**src/rtl/subch_route_pkg.sv**
```systemverilog
package subch_route_pkg;
  localparam int NPORT   = 3;
  localparam int CLASS_W = 16;

  localparam logic [CLASS_W-1:0] CLS_2D = 16'h902D;
  localparam logic [CLASS_W-1:0] CLS_3D = 16'hB197;
  localparam logic [CLASS_W-1:0] CLS_CP = 16'hB1C0;

  // port index order: 0 = 2D, 1 = 3D, 2 = compute
  typedef enum logic [2:0] {
    ACT_NONE,
    ACT_BIND,
    ACT_REBIND,
    ACT_SPECIAL,
    ACT_FWD,
    ACT_UNBOUND,
    ACT_NOPORT
  } act_e;

  function automatic logic [NPORT-1:0] class_to_port(input logic [CLASS_W-1:0] c);
    logic [NPORT-1:0] sel;
    case (c)
      CLS_2D:  sel = 3'b001;
      CLS_3D:  sel = 3'b010;
      CLS_CP:  sel = 3'b100;
      default: sel = '0;
    endcase
    return sel;
  endfunction
endpackage

```
**src/rtl/subch_class_table.sv**
```systemverilog
module subch_class_table
  import subch_route_pkg::*;
#(
  parameter int SUBCH_W = 3
) (
  input  logic               clk,
  input  logic               rst,
  input  logic               wr_en,
  input  logic [SUBCH_W-1:0] wr_idx,
  input  logic [CLASS_W-1:0] wr_class,
  input  logic [SUBCH_W-1:0] rd_idx,
  output logic               rd_bound,
  output logic [CLASS_W-1:0] rd_class
);
  localparam int NSUB = 1 << SUBCH_W;

  logic [NSUB-1:0]    bound_q;
  logic [CLASS_W-1:0] cls_q [NSUB];

  always_ff @(posedge clk) begin
    if (rst) bound_q <= '0;
    else if (wr_en) bound_q[wr_idx] <= 1'b1;
  end

  // class storage has no reset so it maps onto distributed RAM
  always_ff @(posedge clk) begin
    if (wr_en) cls_q[wr_idx] <= wr_class;
  end

  assign rd_bound = bound_q[rd_idx];
  assign rd_class = cls_q[rd_idx];

  generate
    for (genvar g = 0; g < NSUB; g++) begin : g_chk
      // an attached entry keeps its class until reset
      a_r3_class_kept: assert property (@(posedge clk) disable iff (rst)
        bound_q[g] |=> (cls_q[g] == $past(cls_q[g])));
    end
  endgenerate
endmodule

```
**src/rtl/subch_decode.sv**
```systemverilog
module subch_decode
  import subch_route_pkg::*;
#(
  parameter int METH_W      = 12,
  parameter int SPECIAL_END = 256
) (
  input  logic [METH_W-1:0]  method,
  input  logic               bound,
  input  logic [CLASS_W-1:0] cls,
  output act_e               act,
  output logic [NPORT-1:0]   port_sel
);
  localparam logic [METH_W-1:0] SPEC_LIM = METH_W'(SPECIAL_END);

  always_comb begin
    port_sel = class_to_port(cls);
    if (method == '0)            act = bound ? ACT_REBIND : ACT_BIND;
    else if (method < SPEC_LIM)  act = ACT_SPECIAL;
    else if (!bound)             act = ACT_UNBOUND;
    else if (port_sel == '0)     act = ACT_NOPORT;
    else                         act = ACT_FWD;
  end
endmodule

```
**src/rtl/subch_out_stage.sv**
```systemverilog
module subch_out_stage
  import subch_route_pkg::*;
#(
  parameter int METH_W = 12,
  parameter int DATA_W = 32
) (
  input  logic              clk,
  input  logic              rst,
  input  logic              load,
  input  logic [NPORT-1:0]  load_sel,
  input  logic [METH_W-1:0] load_method,
  input  logic [DATA_W-1:0] load_data,
  input  logic [NPORT-1:0]  port_ready,
  output logic [NPORT-1:0]  port_valid,
  output logic [METH_W-1:0] out_method,
  output logic [DATA_W-1:0] out_data,
  output logic              stall
);
  assign stall = |(port_valid & ~port_ready);

  always_ff @(posedge clk) begin
    if (rst) port_valid <= '0;
    else if (load) port_valid <= load_sel;
    else if (!stall) port_valid <= '0;
  end

  always_ff @(posedge clk) begin
    if (load) begin
      out_method <= load_method;
      out_data   <= load_data;
    end
  end

  a_r8_hold_while_stalled: assert property (@(posedge clk) disable iff (rst)
    stall |=> ($stable(port_valid) && $stable(out_method) && $stable(out_data)));

  a_r5_single_port: assert property (@(posedge clk) disable iff (rst)
    $onehot0(port_valid));
endmodule

```
**src/rtl/subch_route.sv**
```systemverilog
module subch_route
  import subch_route_pkg::*;
#(
  parameter int METH_W      = 12,
  parameter int SUBCH_W     = 3,
  parameter int DATA_W      = 32,
  parameter int SPECIAL_END = 256
) (
  input  logic               clk,
  input  logic               rst,
  input  logic               in_valid,
  output logic               in_ready,
  input  logic [METH_W-1:0]  in_method,
  input  logic [SUBCH_W-1:0] in_subch,
  input  logic [DATA_W-1:0]  in_data,
  output logic [METH_W-1:0]  out_method,
  output logic [DATA_W-1:0]  out_data,
  output logic               eng2d_valid,
  input  logic               eng2d_ready,
  output logic               eng3d_valid,
  input  logic               eng3d_ready,
  output logic               engcp_valid,
  input  logic               engcp_ready,
  output logic               err_special,
  output logic               err_rebind,
  output logic               err_unbound,
  output logic               err_noport
);
  localparam logic [METH_W-1:0] SPEC_LIM = METH_W'(SPECIAL_END);

  logic               fire;
  logic               stall;
  logic               t_bound;
  logic [CLASS_W-1:0] t_class;
  act_e               act;
  logic [NPORT-1:0]   sel;
  logic [NPORT-1:0]   p_ready;
  logic [NPORT-1:0]   p_valid;

  assign p_ready  = {engcp_ready, eng3d_ready, eng2d_ready};
  assign in_ready = !stall;
  assign fire     = in_valid && in_ready;

  subch_class_table #(.SUBCH_W(SUBCH_W)) u_table (
    .clk      (clk),
    .rst      (rst),
    .wr_en    (fire && act == ACT_BIND),
    .wr_idx   (in_subch),
    .wr_class (in_data[CLASS_W-1:0]),
    .rd_idx   (in_subch),
    .rd_bound (t_bound),
    .rd_class (t_class)
  );

  subch_decode #(.METH_W(METH_W), .SPECIAL_END(SPECIAL_END)) u_dec (
    .method   (in_method),
    .bound    (t_bound),
    .cls      (t_class),
    .act      (act),
    .port_sel (sel)
  );

  subch_out_stage #(.METH_W(METH_W), .DATA_W(DATA_W)) u_out (
    .clk         (clk),
    .rst         (rst),
    .load        (fire && act == ACT_FWD),
    .load_sel    (sel),
    .load_method (in_method),
    .load_data   (in_data),
    .port_ready  (p_ready),
    .port_valid  (p_valid),
    .out_method  (out_method),
    .out_data    (out_data),
    .stall       (stall)
  );

  assign eng2d_valid = p_valid[0];
  assign eng3d_valid = p_valid[1];
  assign engcp_valid = p_valid[2];

  always_ff @(posedge clk) begin
    if (rst) begin
      err_special <= 1'b0;
      err_rebind  <= 1'b0;
      err_unbound <= 1'b0;
      err_noport  <= 1'b0;
    end else begin
      err_special <= fire && act == ACT_SPECIAL;
      err_rebind  <= fire && act == ACT_REBIND;
      err_unbound <= fire && act == ACT_UNBOUND;
      err_noport  <= fire && act == ACT_NOPORT;
    end
  end

  // error pulses never overlap
  a_r10_flags_exclusive: assert property (@(posedge clk) disable iff (rst)
    $onehot0({err_special, err_rebind, err_unbound, err_noport}));

  // low methods never start a new engine write
  a_r4_low_methods_not_forwarded: assert property (@(posedge clk) disable iff (rst)
    (fire && in_method < SPEC_LIM) |=> ((p_valid & ~$past(p_valid)) == '0));

  // forward to unattached subchannel is dropped
  a_r6_unbound_dropped: assert property (@(posedge clk) disable iff (rst)
    (fire && in_method >= SPEC_LIM && !t_bound) |=> (err_unbound && (p_valid & ~$past(p_valid)) == '0));
endmodule

```
**config.mk**
```make
export PLATFORM = sky130hd
export DESIGN_NAME = subch_route
export DESIGN_NICKNAME = d
export VERILOG_FILES = /design/src/rtl/subch_route_pkg.sv /design/src/rtl/subch_class_table.sv /design/src/rtl/subch_decode.sv /design/src/rtl/subch_out_stage.sv /design/src/rtl/subch_route.sv
export SDC_FILE = /design/constraint.sdc
export NUM_CORES = 1
export LEC_CHECK = 0
export BUFFER_PORTS_ARGS = -buffer_cell sky130_fd_sc_hd__buf_4
export CAP_MARGIN = 10
export CELL_PAD_IN_SITES_DETAIL_PLACEMENT = 0
export CELL_PAD_IN_SITES_GLOBAL_PLACEMENT = 1
export CORE_MARGIN = 1.5
export CORE_UTILIZATION = 40
export CTS_CLUSTER_DIAMETER = 150
export CTS_CLUSTER_SIZE = 8
export DETAILED_ROUTE_END_ITERATION = 7
export GPL_ROUTABILITY_DRIVEN = 1
export PLACE_DENSITY = 0.66
export SYNTH_ARGS = -nofsm -noshare
export SYNTH_HDL_FRONTEND = slang
export SYNTH_SLANG_ARGS = --single-unit
```
**constraint.sdc**
```tcl
create_clock -name clk -period 6.35 [get_ports clk]
set_clock_uncertainty 0.1 [all_clocks]
set_input_delay 1.905 -clock clk [delete_from_list [all_inputs] [get_ports clk]]
set_output_delay 1.905 -clock clk [all_outputs]
set_load 0.02 [all_outputs]
```
After elaboration in Yosys (flattened, before gate mapping):

Memories as Yosys holds them, arrays and structs flattened.
Index checks and enable logic that the tools add are counted.

* order comparisons: 3
* mux-type cells: 14
* bitwise gates (word level): 3
* eq/ne operators: 10
* reduce and logical (&&, ||, !) cells: 12

Operators with widths (count)
* $eq 16x16->1 const B: 3
* $mux 3: 5
* $logic_not 12->1: 1
* $lt 12x9->1 const B: 1
* $eq 3x3->1 const B: 3
* $pmux 3 s3: 1
* $logic_and 1x1->1: 8
* $or 8x8->8: 1
* $eq 3x2->1 const B: 2
* $lt 3x4->1 const B: 1
* $mux 1: 4
* $mux 2: 2
* $and 3x3->3: 1
* $bmux 1 s3: 1
* $demux 1 s3: 1
* $eq 3x1->1 const B: 1
* $ge 3x1->1 const B: 1
* $logic_not 3->1: 1
* $not 3->3: 1
* $reduce_or 3->1: 1
* $ne 2x1->1 const B: 1
* $logic_not 1->1: 1

* output and inout bits: 52
* input bits: 53
* memory bits (writable): 128
* register bits after elaboration: 59
* memories kept: 1

Memories
* u_table.cls_q: words 8, bits a word 16, rd ports 1, clocked after Yosys merged registers in 0, write ports 1, line subch_class_table.sv:18 `logic [CLASS_W-1:0] cls_q [NSUB];`

Depth between registers and ports, before layout:

An unclocked memory read counts as a cell.

* depth after elaboration: 12
* mapped depth: 9
* mapped depth without buffers: 6

Modules after synthesis:

A second synthesis with hierarchy kept.

* cells, all modules: 331
* area, all modules: 7084.3 um2

Modules (own cells, without submodules)
* subch_class_table: seq. area each 4003.8 um2, area each 5297.6 um2, cells an instance 231, times used 1
* subch_out_stage: seq. area each 1381.3 um2, area each 1462.7 um2, cells an instance 61, times used 1
* subch_route: seq. area each 80.1 um2, area each 165.2 um2, cells an instance 15, times used 1
* subch_decode: seq. area each 0.0 um2, area each 158.9 um2, cells an instance 24, times used 1

Worst setup path after synthesis:

Ideal clock, no wire load.

* kind: input port to flip-flop
* start point: input port eng2d_ready
* end point: register u_out.out_data[0], enable pin
* stages on the path: 6
* required time: 5.790 ns
* arrival time: 5.781 ns
* buffers on the path: 0
* setup time: 0.460 ns
* path slack: 0.009 ns
* cell sequence: inv_1 > a222oi_1 > nand2_1 > nor3_1 > or2b_1 > a21oi_1

* word-level cells in the longest chain between the ends: 6

RTL lines
* start: declaration: line subch_route.sv:19 `input logic eng2d_ready,`
* $not 3->3: line subch_out_stage.sv:19 `assign stall = |(port_valid & ~port_ready);`
* $and 3x3->3: line subch_out_stage.sv:19
* $reduce_or 3->1: line subch_out_stage.sv:19
* $logic_not 1->1
* named net in_ready: line subch_route.sv:12 `output logic in_ready,`
* $logic_and 1x1->1: line subch_route.sv:42 `assign fire = in_valid && in_ready;`
* $logic_and 1x1->1: line subch_route.sv:66 `.load (fire && act == ACT_FWD),`
* named net u_out.load: line subch_out_stage.sv:9 `input logic load,`
* end signal: assignment: line subch_out_stage.sv:30 `out_data <= load_data;`
* end: declaration: line subch_out_stage.sv:16 `output logic [DATA_W-1:0] out_data,`

The timed path passes the listed nets, and every way through them passes these cells.
A chain may end at the register's enable or synchronous reset.

Final worst setup path:

* start point: input port eng2d_ready
* end point: output port in_ready

* word-level cells in the longest chain between the ends: 4

RTL lines (line)
* $not 3->3: subch_out_stage.sv:19
* $and 3x3->3: subch_out_stage.sv:19
* $reduce_or 3->1: subch_out_stage.sv:19
* $logic_not 1->1
* end: declaration: subch_route.sv:12

Every way passes these cells.

==> flow_summary.ini <==
[outcome]
run_status = complete, no violations

[global_routing]
track_usage_pct = 17.1
grt_pass1_vias = 3929
grt_max_degree = 59
grt-ovfl-total = 0
antenna_found_initial = 0
grt_pass1_wl_um = 22400

[clock_network]
clock_path_buffers = 2
insertion_delay_ns = 0.43
hold_buffers = 0
cts.repair.resized = 0
cts_setup_buffers = 0
cts_tree = done
clock_sink_count = 187
cts_root_buf = clkbuf_16
numCtsBuffers = 17
clk_pin_slew_ns = 0.06
htree_num_levels = 4

[layout]
seqCellArea_um2 = 5470
instances_no_fill = 750
nets = 565
area_delta_synth_final_pct = 24.0
final_common_cell = edfxtp_1
fillers = 1473
multiInputGateArea_um2 = 1420
layout_common_cells = edfxtp_1 (172), buf_4 (116), nor2_1 (27), nand2_1 (19), clkbuf_16 (17)
drive_above_1_share_pct = 31.6
n_antenna_cell = 0

[synth]
synthCells = 392
netlist_area_um2 = 6980
synth_fp_nets = 445
synth.yosys.warnings = 0
ys_seq_area_share_pct = 78.3
synth.avg_cell_area_um2 = 17.8
synthArstFlopShare_pct = 0
synth_seq_cells = 187
synth_edf_count = 172
ys_types = 58
ys.flop_type = edfxtp_1

[power_and_ir_drop]
power.density_nw_per_um2 = 291
power.leakage_nw = 2.98
ir_drop_mv = 0.208
total_power_mw = 2.52

[worst_hold_path]
holdPathStages = 2
hold_class = register to register
min_to = u_table.bound_q[7]
hold_start = u_table.bound_q[7]

[sta]
post-route-period-util_pct = 78.7
fmax_mhz = 200
drv_slew = 0
post-route-min-period_ns = 5.00
fin_setup_tns_ns = 0
max_slew_margin_pct = 44.6
finalHoldViolCount = 0
rsz0062_at_grt = no
finalSetupViolCount = 0
worstMarginPinSlew_ns = 0.829

[drt]
num_vias = 3873
routed_wl_um = 14600
drt_iter0_drc = 230
vias_per_cell = 5.16
met1_length_um = 6680
drc = 0
wl_per_cell_um = 19.4
dr_wl_met3_um = 822
wl_met2_um = 6840
dr.pass1.iters = 4
postRouteAntennaNets = 0
top_layer = met4

[die]
rows = 48
io_pins = 105
initial_utilization_pct = 40.6
die_x_um = 135
die_area_um2 = 18300
die_h_um = 135
design.core.area_um2 = 17200

[critical_path]
worstPathRequired_ns = 4.35
r2r-start = u_out.port_valid[1]
r2r_setup_slack_ns = 3.20
worstSetupStartpointType = primary input
worstPathArrival_ns = 2.99
worst-setup-path-type = primary input to primary output
cp-end-kind = primary output
cp_max_fo = 6
rr_worst_depth = 6
reg2reg_to = u_out.out_data[22]

[place]
place_inst = 718
gp_congestion = 0.781
portBuffers = 104
dp_hpwl_um = 9390

[job]
maxCapViolCount = 0
## worst max-delay path by stage
| stage | startpoint | end | slack [ns] | cells after the start |
|---|---|---|---|---|
| after CTS | eng2d_ready | in_ready | 1.36 | 4 |
| after global placement | in_subch[2] | u_table.cls_q[0][13] | 1.26 | 7 |
| after detailed placement | in_subch[2] | u_table.cls_q[0][13] | 1.18 | 7 |
| final | eng2d_ready | in_ready | 1.35 | 4 |
| after floorplan | eng2d_ready | u_out.out_data[0] | 0.009 | 6 |
| after global routing | eng2d_ready | in_ready | 1.24 | 4 |
## state kept, by name, summed over array words and instances, names as in the netlist
signal and flops:
err_special 1, u_table.bound_q 8, err_rebind 1, u_out.port_valid 3, err_unbound 1, err_noport 1
u_table.cls_q 128, u_out.out_method 12, u_out.out_data 32
## cells in the mapped netlist (2+ instances only)
cell,number,area (µm²)
a22oi_1,3,22.5
nor2b_1,4,25.0
buf_6,4,45.0
a21oi_1,8,40.0
nor4b_1,2,17.5
nor4_1,5,31.3
and2_1,4,25.0
a211oi_1,2,15.0
buf_2,7,35.0
buf_1,2,7.51
nand4_1,3,18.8
nand2_1,19,71.3
o32ai_1,5,43.8
o21ai_0,9,45.0
edfxtp_1,172,5160
a31oi_1,2,12.5
nor3_1,16,80.1
mux4_2,14,315
mux2i_1,12,120
nand3b_1,2,15.0
nor3b_1,4,30.0
o22ai_1,2,12.5
nand3_1,7,35.0
nand2b_1,6,37.5
and3_1,2,12.5
clkbuf_1,2,7.51
dfxtp_1,15,300
nor2_1,27,101
o211ai_1,2,15.0
clkinv_1,2,7.51
## per-stage QoR
stage	worst slack, ns	util [%]	hold WS (ns)	cell area, µm²
floorplan	0.00855	-	0.331	6980
global placement	1.26	46.9	0.343	8050
detailed placement	1.18	46.9	0.355	8050
CTS	1.36	50.4	0.369	8660
global route	1.24	50.4	0.393	8660
finish	1.35	50.4	0.364	8660
## layer usage
metal  up-vias  GRT usage (%)
met1      1942           22.7
met2       111           27.1
met4         0           6.57
met3        17           4.20
met5         -              0
li1       1803              -
## where the power goes
part | leakage (nW) | switching (mW) | internal (mW)
registers | 1.67 | 0.000140 | 1.34
logic | 1.03 | 0.0530 | 0.0430
clock network | 0.288 | 0.432 | 0.652
## critical path: stages
cell and delay [ns]:
buf_4 0.08, inv_1 0.03, a222oi_1 0.71, buf_4 0.27
## final cells by class
type                            instances  share of cell area [%]
Inverter                                4                   0.173
Clock inverter                         14                    2.05
Tap cell                              225                    3.25
Timing Repair Buffer                  116                    10.1
Sequential cell                       187                    63.1
Clock buffer                           18                    4.96
Multi-Input combinational cell        186                    16.4
## logic make-up after synthesis
logic type	share of synthesized area, %
multiplexers	7.03
buffers and inverters	1.58
AO/OA/AOI/OAI	4.62
AND/OR/NAND/NOR	8.48
flip-flops	78.3
(Power assumes the default switching activity.)
